==> src/rtl/fsb_pkg.sv <==
package fsb_pkg;
  localparam int          WORD_W      = 32;
  localparam logic [31:0] POISON      = 32'hBADA_BADA;
  localparam int          BUSY_BIT    = 8;
  localparam int          ERR_BIT     = 9;
  localparam int          RLD_BIT     = 10;
  localparam int          SHADOW_BASE = 'h400;
  localparam int          STAT_OFF    = 'h000;
  localparam int          SET_OFF     = 'h004;
  localparam int          CLR_OFF     = 'h008;
endpackage

==> src/rtl/fsb_decode.sv <==
module fsb_decode
  import fsb_pkg::*;
#(
  parameter int ADDR_W    = 12,
  parameter int NUM_WORDS = 128,
  parameter int IDX_W     = 7
) (
  input  logic [ADDR_W-1:0] addr,
  output logic              hit_sh,
  output logic [IDX_W-1:0]  idx,
  output logic              hit_stat,
  output logic              hit_set,
  output logic              hit_clr
);
  localparam int SLOT_W = ADDR_W - 4;

  logic [ADDR_W-1:0] off;
  logic [SLOT_W-1:0] slot;

  always_comb begin
    off      = addr - ADDR_W'(SHADOW_BASE);
    slot     = off[ADDR_W-1:4];
    hit_sh   = (addr >= ADDR_W'(SHADOW_BASE)) && (off[3:0] == 4'h0) &&
               (int'(slot) < NUM_WORDS);
    idx      = slot[IDX_W-1:0];
    hit_set  = (addr == ADDR_W'(SET_OFF));
    hit_clr  = (addr == ADDR_W'(CLR_OFF));
    hit_stat = (addr == ADDR_W'(STAT_OFF)) || hit_set || hit_clr;
  end
endmodule

==> src/rtl/fsb_reload.sv <==
module fsb_reload #(
  parameter int NUM_WORDS  = 128,
  parameter int STROBE_CYC = 4,
  parameter int IDX_W      = 7
) (
  input  logic             clk,
  input  logic             rst_n,
  input  logic             start,
  output logic             active,
  output logic [IDX_W-1:0] idx,
  output logic             capture
);
  localparam int CNT_W = (STROBE_CYC > 1) ? $clog2(STROBE_CYC) : 1;

  logic             active_q, active_d;
  logic [IDX_W-1:0] idx_q, idx_d;
  logic [CNT_W-1:0] cnt_q, cnt_d;
  logic             last;

  always_comb begin
    capture  = active_q && (cnt_q == CNT_W'(STROBE_CYC - 1));
    last     = (idx_q == IDX_W'(NUM_WORDS - 1));
    active_d = active_q;
    idx_d    = idx_q;
    cnt_d    = cnt_q;
    if (active_q) begin
      if (capture) begin
        cnt_d = '0;
        if (last) begin
          active_d = 1'b0;
          idx_d    = '0;
        end else begin
          idx_d = idx_q + 1'b1;
        end
      end else begin
        cnt_d = cnt_q + 1'b1;
      end
    end else if (start) begin
      active_d = 1'b1;
    end
  end

  always_ff @(posedge clk or negedge rst_n) begin
    if (!rst_n) begin
      active_q <= 1'b1;
      idx_q    <= '0;
      cnt_q    <= '0;
    end else begin
      active_q <= active_d;
      idx_q    <= idx_d;
      cnt_q    <= cnt_d;
    end
  end

  assign active = active_q;
  assign idx    = idx_q;
endmodule

==> src/rtl/fsb_store.sv <==
module fsb_store
  import fsb_pkg::*;
#(
  parameter int NUM_WORDS = 128,
  parameter int IDX_W     = 7
) (
  input  logic              clk,
  input  logic              we,
  input  logic [IDX_W-1:0]  widx,
  input  logic [WORD_W-1:0] wdata,
  input  logic [IDX_W-1:0]  ridx,
  output logic [WORD_W-1:0] rdata
);
  logic [WORD_W-1:0] mem [NUM_WORDS];

  always_ff @(posedge clk) begin
    if (we) mem[widx] <= wdata;
  end

  assign rdata = mem[ridx];
endmodule

==> src/rtl/fuse_shadow_bank.sv <==
module fuse_shadow_bank
  import fsb_pkg::*;
#(
  parameter  int NUM_WORDS  = 128,
  parameter  int STROBE_CYC = 4,
  parameter  int ADDR_W     = 12,
  localparam int IDX_W      = $clog2(NUM_WORDS)
) (
  input  logic                 clk,
  input  logic                 rst_n,
  input  logic                 bus_rd,
  input  logic                 bus_wr,
  input  logic [ADDR_W-1:0]    bus_addr,
  input  logic [WORD_W-1:0]    bus_wdata,
  output logic [WORD_W-1:0]    bus_rdata,
  input  logic [NUM_WORDS-1:0] rd_lock,
  input  logic [NUM_WORDS-1:0] wr_lock,
  input  logic                 prog_done,
  output logic                 fuse_rd,
  output logic [IDX_W-1:0]     fuse_addr,
  input  logic [WORD_W-1:0]    fuse_rdata,
  output logic                 busy_o,
  output logic                 err_o
);
  logic             hit_sh, hit_stat, hit_set, hit_clr;
  logic [IDX_W-1:0] acc_idx, ld_idx, st_widx;
  logic             busy, capture, start, st_we;
  logic [WORD_W-1:0] st_wdata, st_rdata, status;
  logic             err_q, err_d;
  logic [WORD_W-1:0] rdata_q, rdata_d;
  logic             sh_rd, sh_wr, rd_bad, wr_bad, wr_ok, clr_req, rld_req;

  fsb_decode #(.ADDR_W(ADDR_W), .NUM_WORDS(NUM_WORDS), .IDX_W(IDX_W)) u_dec (
    .addr(bus_addr), .hit_sh(hit_sh), .idx(acc_idx),
    .hit_stat(hit_stat), .hit_set(hit_set), .hit_clr(hit_clr)
  );

  fsb_reload #(.NUM_WORDS(NUM_WORDS), .STROBE_CYC(STROBE_CYC), .IDX_W(IDX_W)) u_seq (
    .clk(clk), .rst_n(rst_n), .start(start),
    .active(busy), .idx(ld_idx), .capture(capture)
  );

  fsb_store #(.NUM_WORDS(NUM_WORDS), .IDX_W(IDX_W)) u_store (
    .clk(clk), .we(st_we), .widx(st_widx), .wdata(st_wdata),
    .ridx(acc_idx), .rdata(st_rdata)
  );

  always_comb begin
    sh_rd   = bus_rd & hit_sh;
    sh_wr   = bus_wr & hit_sh;
    rd_bad  = sh_rd & ~err_q & rd_lock[acc_idx];
    wr_bad  = sh_wr & ~err_q & (busy | wr_lock[acc_idx]);
    wr_ok   = sh_wr & ~err_q & ~busy & ~wr_lock[acc_idx];
    clr_req = bus_wr & hit_clr & bus_wdata[ERR_BIT];
    rld_req = (bus_wr & hit_set & bus_wdata[RLD_BIT]) | prog_done;
    start   = rld_req & ~busy & ~err_q;

    err_d = err_q;
    if (clr_req)         err_d = 1'b0;
    if (rd_bad | wr_bad) err_d = 1'b1;

    st_we    = capture | wr_ok;
    st_widx  = capture ? ld_idx : acc_idx;
    st_wdata = capture ? fuse_rdata : bus_wdata;

    status          = '0;
    status[BUSY_BIT] = busy;
    status[ERR_BIT]  = err_q;
    status[RLD_BIT]  = busy;

    rdata_d = rdata_q;
    if (bus_rd) begin
      if (hit_stat)    rdata_d = status;
      else if (hit_sh) rdata_d = (err_q | rd_lock[acc_idx]) ? POISON : st_rdata;
      else             rdata_d = '0;
    end
  end

  always_ff @(posedge clk or negedge rst_n) begin
    if (!rst_n) begin
      err_q   <= 1'b0;
      rdata_q <= '0;
    end else begin
      err_q   <= err_d;
      rdata_q <= rdata_d;
    end
  end

  assign bus_rdata = rdata_q;
  assign busy_o    = busy;
  assign err_o     = err_q;
  assign fuse_rd   = busy;
  assign fuse_addr = ld_idx;
endmodule

==> config.mk <==
export PLATFORM = sky130hd
export DESIGN_NAME = fuse_shadow_bank
export DESIGN_NICKNAME = d
export VERILOG_FILES = /design/src/rtl/fsb_pkg.sv /design/src/rtl/fsb_decode.sv /design/src/rtl/fsb_reload.sv /design/src/rtl/fsb_store.sv /design/src/rtl/fuse_shadow_bank.sv
export SDC_FILE = /design/constraint.sdc
export NUM_CORES = 2
export LEC_CHECK = 0
export ABC_AREA = 1
export ABC_CLOCK_PERIOD_IN_PS = 22700
export CAP_MARGIN = 30
export CORE_ASPECT_RATIO = 0.7
export CORE_UTILIZATION = 30
export DETAILED_ROUTE_END_ITERATION = 7
export DONT_BUFFER_PORTS = 1
export GPL_TIMING_DRIVEN = 1
export PLACE_DENSITY = 0.46
export SETUP_SLACK_MARGIN = 0.1
export SLEW_MARGIN = 5
export SYNTH_ARGS = -nofsm -noshare
export SYNTH_HDL_FRONTEND = slang
export SYNTH_SLANG_ARGS = --single-unit
export TNS_END_PERCENT = 20
==> constraint.sdc <==
create_clock -name clk -period 22.7 [get_ports clk]
set_input_delay 4.54 -clock clk [delete_from_list [all_inputs] [get_ports clk]]
set_output_delay 4.54 -clock clk [all_outputs]
set_load 0.01 [all_outputs]
# Yosys cells after proc, flatten, opt, wreduce, memory -nomap -nowiden
# Memory sizes are Yosys's and may differ from the RTL's.
# Cells that the tools add are included.
# word_totals
regBits,43
ram_bits,4096
inputBits,337
out_inout_bits,42
word_cells,66
mem_count,1
# memory_table
name,words,width,rd,rd_clocked_by_memory_dff,wr,line,rtl
u_store.mem,128,32,1,0,1,fsb_store.sv:14,logic [WORD_W-1:0] mem [NUM_WORDS];
# classes
addsub,3
magnitude_cmp,3
n_eq_ne,4
muxes,19
bitwise,22
n_reduce_logical,9
# op_table
operator,n
32-bit 2-to-1 mux,4
1-bit AND,14
1-bit binary-select mux with 7-bit select,2
7-bit 2-to-1 mux,2
"12-bit by 3-bit equality test with 1-bit output, second input constant",1
"12-bit by 4-bit equality test with 1-bit output, second input constant",1
"12-bit by 11-bit greater-or-equal comparator with 1-bit output, second input constant",1
12-bit logical NOT,1
"12-bit by 11-bit subtractor with 12-bit output, second input constant",1
1-bit 2-to-1 mux,10
"7-bit by 8-bit < comparator with 1-bit output, second input constant",1
"8-bit < comparator, second input constant",1
"7-bit by 1-bit adder with 7-bit output, second input constant",1
"7-bit equality test, second input constant",1
1-bit bitwise OR,5
4-bit logical NOT,1
1-bit logical AND,3
1-bit inverter,3
"2-bit by 1-bit adder with 2-bit output, second input constant",1
"2-bit equality test, second input constant",1
1-bit logical OR,2
2-bit 2-to-1 mux,1
2-bit AND reduction,1
2-bit nonzero test,1

# Longest topological paths before layout
# depth
word_depth,11
ltp_mapped,21
mapped_depth_nobuf,17

# Hierarchy
# Synthesis repeated with hierarchy kept, for this count alone.
# hier_totals
hier_cells,14284
area_unflattened_um2,169110.9
# modules_own_cells
module,instances,cells_each,area_each_um2,seq_area_each_um2
fsb_store,1,13357,163993.5,122998.0
fuse_shadow_bank,1,839,4454.3,825.8
fsb_reload,1,53,479.2,251.5
fsb_decode,1,35,183.9,0.0

# Worst setup path after synthesis
# No wires, ideal clock.
# synth_path
path_kind,in2reg
start,input port bus_wdata[10]
end,"memory u_store.mem[0][10], data pin"
setup_ps,1198
arrival_time_ps,9571
required_ps,21502
slack_ps,11932
stages,2
n_path_buf,0
cell_sequence,inv_1 > o21ai_0
# synth_between
elab_chain_cells,1
# synth_rtl
item,line,rtl
from (decl),fuse_shadow_bank.sv:14,"input logic [WORD_W-1:0] bus_wdata,"
32-bit 2-to-1 mux,fuse_shadow_bank.sv:64,st_wdata = capture ? fuse_rdata : bus_wdata;
net st_wdata[10],fuse_shadow_bank.sv:28,"logic [WORD_W-1:0] st_wdata, st_rdata, status;"
to (decl),fsb_store.sv:14,
# The timed path passes the listed nets, and every way through them passes these cells.

# Worst setup path in the final report
# layout_path
start,input port bus_addr[4]
end,"register rdata_q[10], in the netlist bus_rdata[10]"
# layout_between
elab_chain_cells,7
elab_cells_between_ends,17
cone_classes,1 x add/sub; 2 x order compare; 2 x eq/ne; 5 x mux; 1 x bitwise; 5 x reduce/logical; 1 x memory
# layout_rtl
item,line,rtl
from (decl),fuse_shadow_bank.sv:13,"input logic [ADDR_W-1:0] bus_addr,"
12-bit by 11-bit subtractor with 12-bit output,fsb_decode.sv:21,off = addr - ADDR_W'(SHADOW_BASE);
1-bit binary-select mux with 7-bit select,fuse_shadow_bank.sv:74,else if (hit_sh) rdata_d = (err_q | rd_lock[acc_idx]) ? POISON : st_rdata;
1-bit 2-to-1 mux (not written as such),fuse_shadow_bank.sv:74,
1-bit bitwise OR,fuse_shadow_bank.sv:74,
32-bit 2-to-1 mux (2 in a row),fuse_shadow_bank.sv:74,
32-bit 2-to-1 mux (*),fuse_shadow_bank.sv:73,if (hit_stat) rdata_d = status;
to (signal assigned),fuse_shadow_bank.sv:85,rdata_q <= rdata_d;
to (decl),fuse_shadow_bank.sv:30,"logic [WORD_W-1:0] rdata_q, rdata_d;"
# Mark *: on every way between the ends. The rest lies on a longest branch, timed or not. The select of a mux whose other input is x is not followed.
# A chain may end at the register's enable or synchronous reset.

==> results.yml <==
timing:
  fin_crit_sh_pct: 45.7
  final.min_clock_period_ns: 10.37
  grt_setup_unrepaired: "no"
  hold_viol_final: 0
  skew_ns: 0.0850
  final-setup-viol-count: 0
  fin_worst_hold_slack_ns: 0.481
  timing.slew.headroom_pct: -16.2
  timing.final.max_slew_violations: 127
  fin_tns_setup_ns: 0
  tightestPinTransition_ns: 1.74
  fmax_mhz: 96.4
global_route:
  grt_pass1_vias: 99279
  grt-busiest-layer: "met1"
  grt_pass1_wl_mm: 807
  use_met1_pct: 29.9
  grtUsageTotal_pct: 20.0
  grt_start_max_net_pins: 305
  met2_layer_usage_reported_by_global_route_pct: 29.7
  number_of_antenna_violations_at_the_first_check_in_global_routing: 42
  globalRoute.totalOverflow: 0
  global_route.usage.met3_pct: 3.79
synthesis:
  synth_area_mm2: 0.166
  synthesis_warning_total: 0
  synthesis.instances: 13364
  synth.avg_cell_area_um2: 12.4
  synth.net_count: 13705
  synth_ff_type: "sky130_fd_sc_hd__edfxtp_1"
  yosysSeqAreaShare_pct: 74.7
  post_synth_num_cell_types: 40
  ys_async_sr_fraction_pct: 1.04
  synth_seq_cells: 4139
  number_of_flops_mapped_to_enable_cells_by_yosys: 4096
worst_hold_path:
  hold_path.class: "reg2reg"
  min_path_cells: 1
clock_network:
  cts.repair.resized: 0
  post_cts_hold_buffer_count: 0
  setup_fix_buffers_added_after_clock_tree_synthesis: 0
  clkSinkCount: 4139
  cts_inserted_buffers: 402
  tritoncts_clock_tree: "built"
  clockBufferDepth: 4
  clock_insertion_delay_worst_skew_ns: 1.03
  cts_max_level: 5
  clockRootBuffer: "sky130_fd_sc_hd__clkbuf_16"
  clkSlewWorstSetupHoldPaths_ns: 0.06
critical_path:
  crit_path_start_kind: "input port"
  required_ns: 23.67
  worst_endpoint_data_arrival_time_ns: 11.33
  library_cell_contributing_the_largest_single_delay_on_the_critical_path: "sky130_fd_sc_hd__buf_16"
  critical_path.cell_chain: "buf_16 -> buf_16 -> buf_16 -> buf_16 -> buf_16 -> buf_16 -> buf_16 -> nand2_1 -> nand3_1 -> nand3_1 -> nand3_1 -> nand3_1 -> nand3_1 -> nand3_1 -> nand2_1 -> nand2_1 -> nor2_1 -> nor2_1 -> nor2_1"
  r2r.worst_path.cells: 8
  setup.worst_path.end_class: "flip-flop"
  timing.setup.critical_path_class: "in2reg"
  critPathMaxStageDelay_ns: 0.71
  timing.critical_path.fanout_max: 271
  critPathMostFrequentCell: "sky130_fd_sc_hd__buf_16"
cells_and_area:
  commonest_cells_after_routing_fill_and_taps_aside: "sky130_fd_sc_hd__edfxtp_1 (4096), sky130_fd_sc_hd__nor2_1 (1987), sky130_fd_sc_hd__nand2_1 (1935), sky130_fd_sc_hd__o21ai_0 (1434), sky130_fd_sc_hd__nand3_1 (1411)"
  num-nets-final: 13495
  fillers: 54180
  layout_commonest_cell: "sky130_fd_sc_hd__edfxtp_1"
  syn_to_final_growth_pct: 13.6
  post-route-util_pct: 34.2
  drive_above_1_share_pct: 8.18
  layout.cell_area.non_filler_mm2: 0.189
detailed_routing:
  detailroute.via_count: 107468
  drc: 0
  finalWirelength_mm: 579
  first_iter_violations: 12953
  firstDrtPassIters: 5
  wl_per_cell_um: 27.7
  vias_per_cell: 5.15
  detail-route-antenna-nets: 0
die:
  initial_core_util_pct: 30.1
  die_w_um: 892
  core_rows: 228
  io-pin-count: 379
  die-height_um: 625
  core_region_area_mm2: 0.551
  die-area_mm2: 0.557
pwr:
  power.static_leakage_uw: 0.0607
  pwr_density_cell_mw_per_mm2: 85.9
  ir_drop_uv: 65.9
status:
  failed_checks: "max-slew violations"
  run_status: "finished, violations left"
placement:
  gp_congestion: 0.829
  port_buffers: 0
  postPlaceCellArea_mm2: 0.176
  hpwlAfterDp_mm: 328
job:
  drv.max_cap_violation_count: 0
critical path, delay by kind of cell:
| kind | cells | cell delay (ns) |
|---|---|---|
| simple gates | 12 | 1.61 |
| buf+inv | 7 | 3.79 |
power breakdown:
part / internal [uW] / switching, uW / leakage [uW] / total, uW
Sequential: 8400 / 7.45 / 0.0374 / 8400
Combinational: 217 / 778 / 0.0169 / 995
Clock: 3800 / 3010 / 0.00636 / 6820
area by class of cell:
cell class	count	area [um^2]	area share, %
clock buffers	498	10700	5.66
diodes	10	25.0	0.0133
inverters	88	370	0.196
repair buffers	314	3220	1.70
well taps	7360	9210	4.88
flip-flops and latches	4139	124000	65.7
multi-input cells	8209	39000	20.6
clock inverters	237	2270	1.20
registers in the layout, summed over array words and instances, names as in the netlist:
register      count
bus_rdata        32
u_seq.active      1
u_seq.idx         7
err_o             1
u_seq.cnt_q       2
u_store.mem    4096
metal layers:
metal	up-vias	part of all wire, %
met5	-	0
met4	0	2.8
met3	650	7.8
met2	4081	43
met1	54526	46
li1	48211	-
kinds of logic after synthesis:
| family | Yosys count | share of synthesized area (%) |
|---|---|---|
| flip-flops | 4139 | 74.7 |
| buffers and inverters | 1016 | 2.65 |
| AO/OA/AOI/OAI | 2613 | 8.83 |
| AND/OR/NAND/NOR | 5589 | 13.8 |
| adder cells (fa/ha/maj) | 4 | 0.0301 |
| XOR/XNOR | 3 | 0.0158 |
cell usage after synthesis (3+ instances only):
library cell	number	area (um^2)
sky130_fd_sc_hd__a21oi_1	418	2090
sky130_fd_sc_hd__a22o_1	27	236
sky130_fd_sc_hd__a22oi_1	92	691
sky130_fd_sc_hd__buf_1	114	428
sky130_fd_sc_hd__buf_2	290	1450
sky130_fd_sc_hd__buf_4	28	210
sky130_fd_sc_hd__buf_6	16	180
sky130_fd_sc_hd__clkbuf_1	480	1800
sky130_fd_sc_hd__clkinv_1	3	11.3
sky130_fd_sc_hd__dfrtp_1	42	1050
sky130_fd_sc_hd__edfxtp_1	4096	123000
sky130_fd_sc_hd__ha_1	4	50.1
sky130_fd_sc_hd__inv_1	84	315
sky130_fd_sc_hd__nand2_1	1969	7390
sky130_fd_sc_hd__nand2_4	9	101
sky130_fd_sc_hd__nand3_1	1411	7060
sky130_fd_sc_hd__nor2_1	2119	7950
sky130_fd_sc_hd__nor3_1	47	235
sky130_fd_sc_hd__o211ai_1	374	2810
sky130_fd_sc_hd__o21ai_0	1439	7200
sky130_fd_sc_hd__o21ai_1	22	110
sky130_fd_sc_hd__o221ai_1	4	35.0
sky130_fd_sc_hd__o22ai_1	228	1430
sky130_fd_sc_hd__or2_2	28	175
through the flow:
stage	power (uW)	worst slack (ns)	cells
2_1_floorplan	9130	11.93	13364
3_3_place_gp	9560	11.74	20074
3_5_place_dp	9560	11.87	20104
4_1_cts	16300	13.00	20839
5_1_grt	16700	12.17	20849
6_report	16200	12.33	20855
worst paths after layout:
path	end	slack, ns	startpoint
min in group asynchronous	u_seq.idx[6]	3.21	rst_n
max	bus_rdata[10]	12.33	bus_addr[4]
min	u_seq.cnt_q[0]	0.48	u_seq.cnt_q[0]
max in group asynchronous	bus_rdata[13]	19.16	rst_n
min reg2reg	u_seq.cnt_q[0]	0.48	u_seq.cnt_q[0]
max reg2reg	u_store.mem[82][14]	17.57	u_seq.active
No activity file was read; power rests on OpenSTA's default activity.
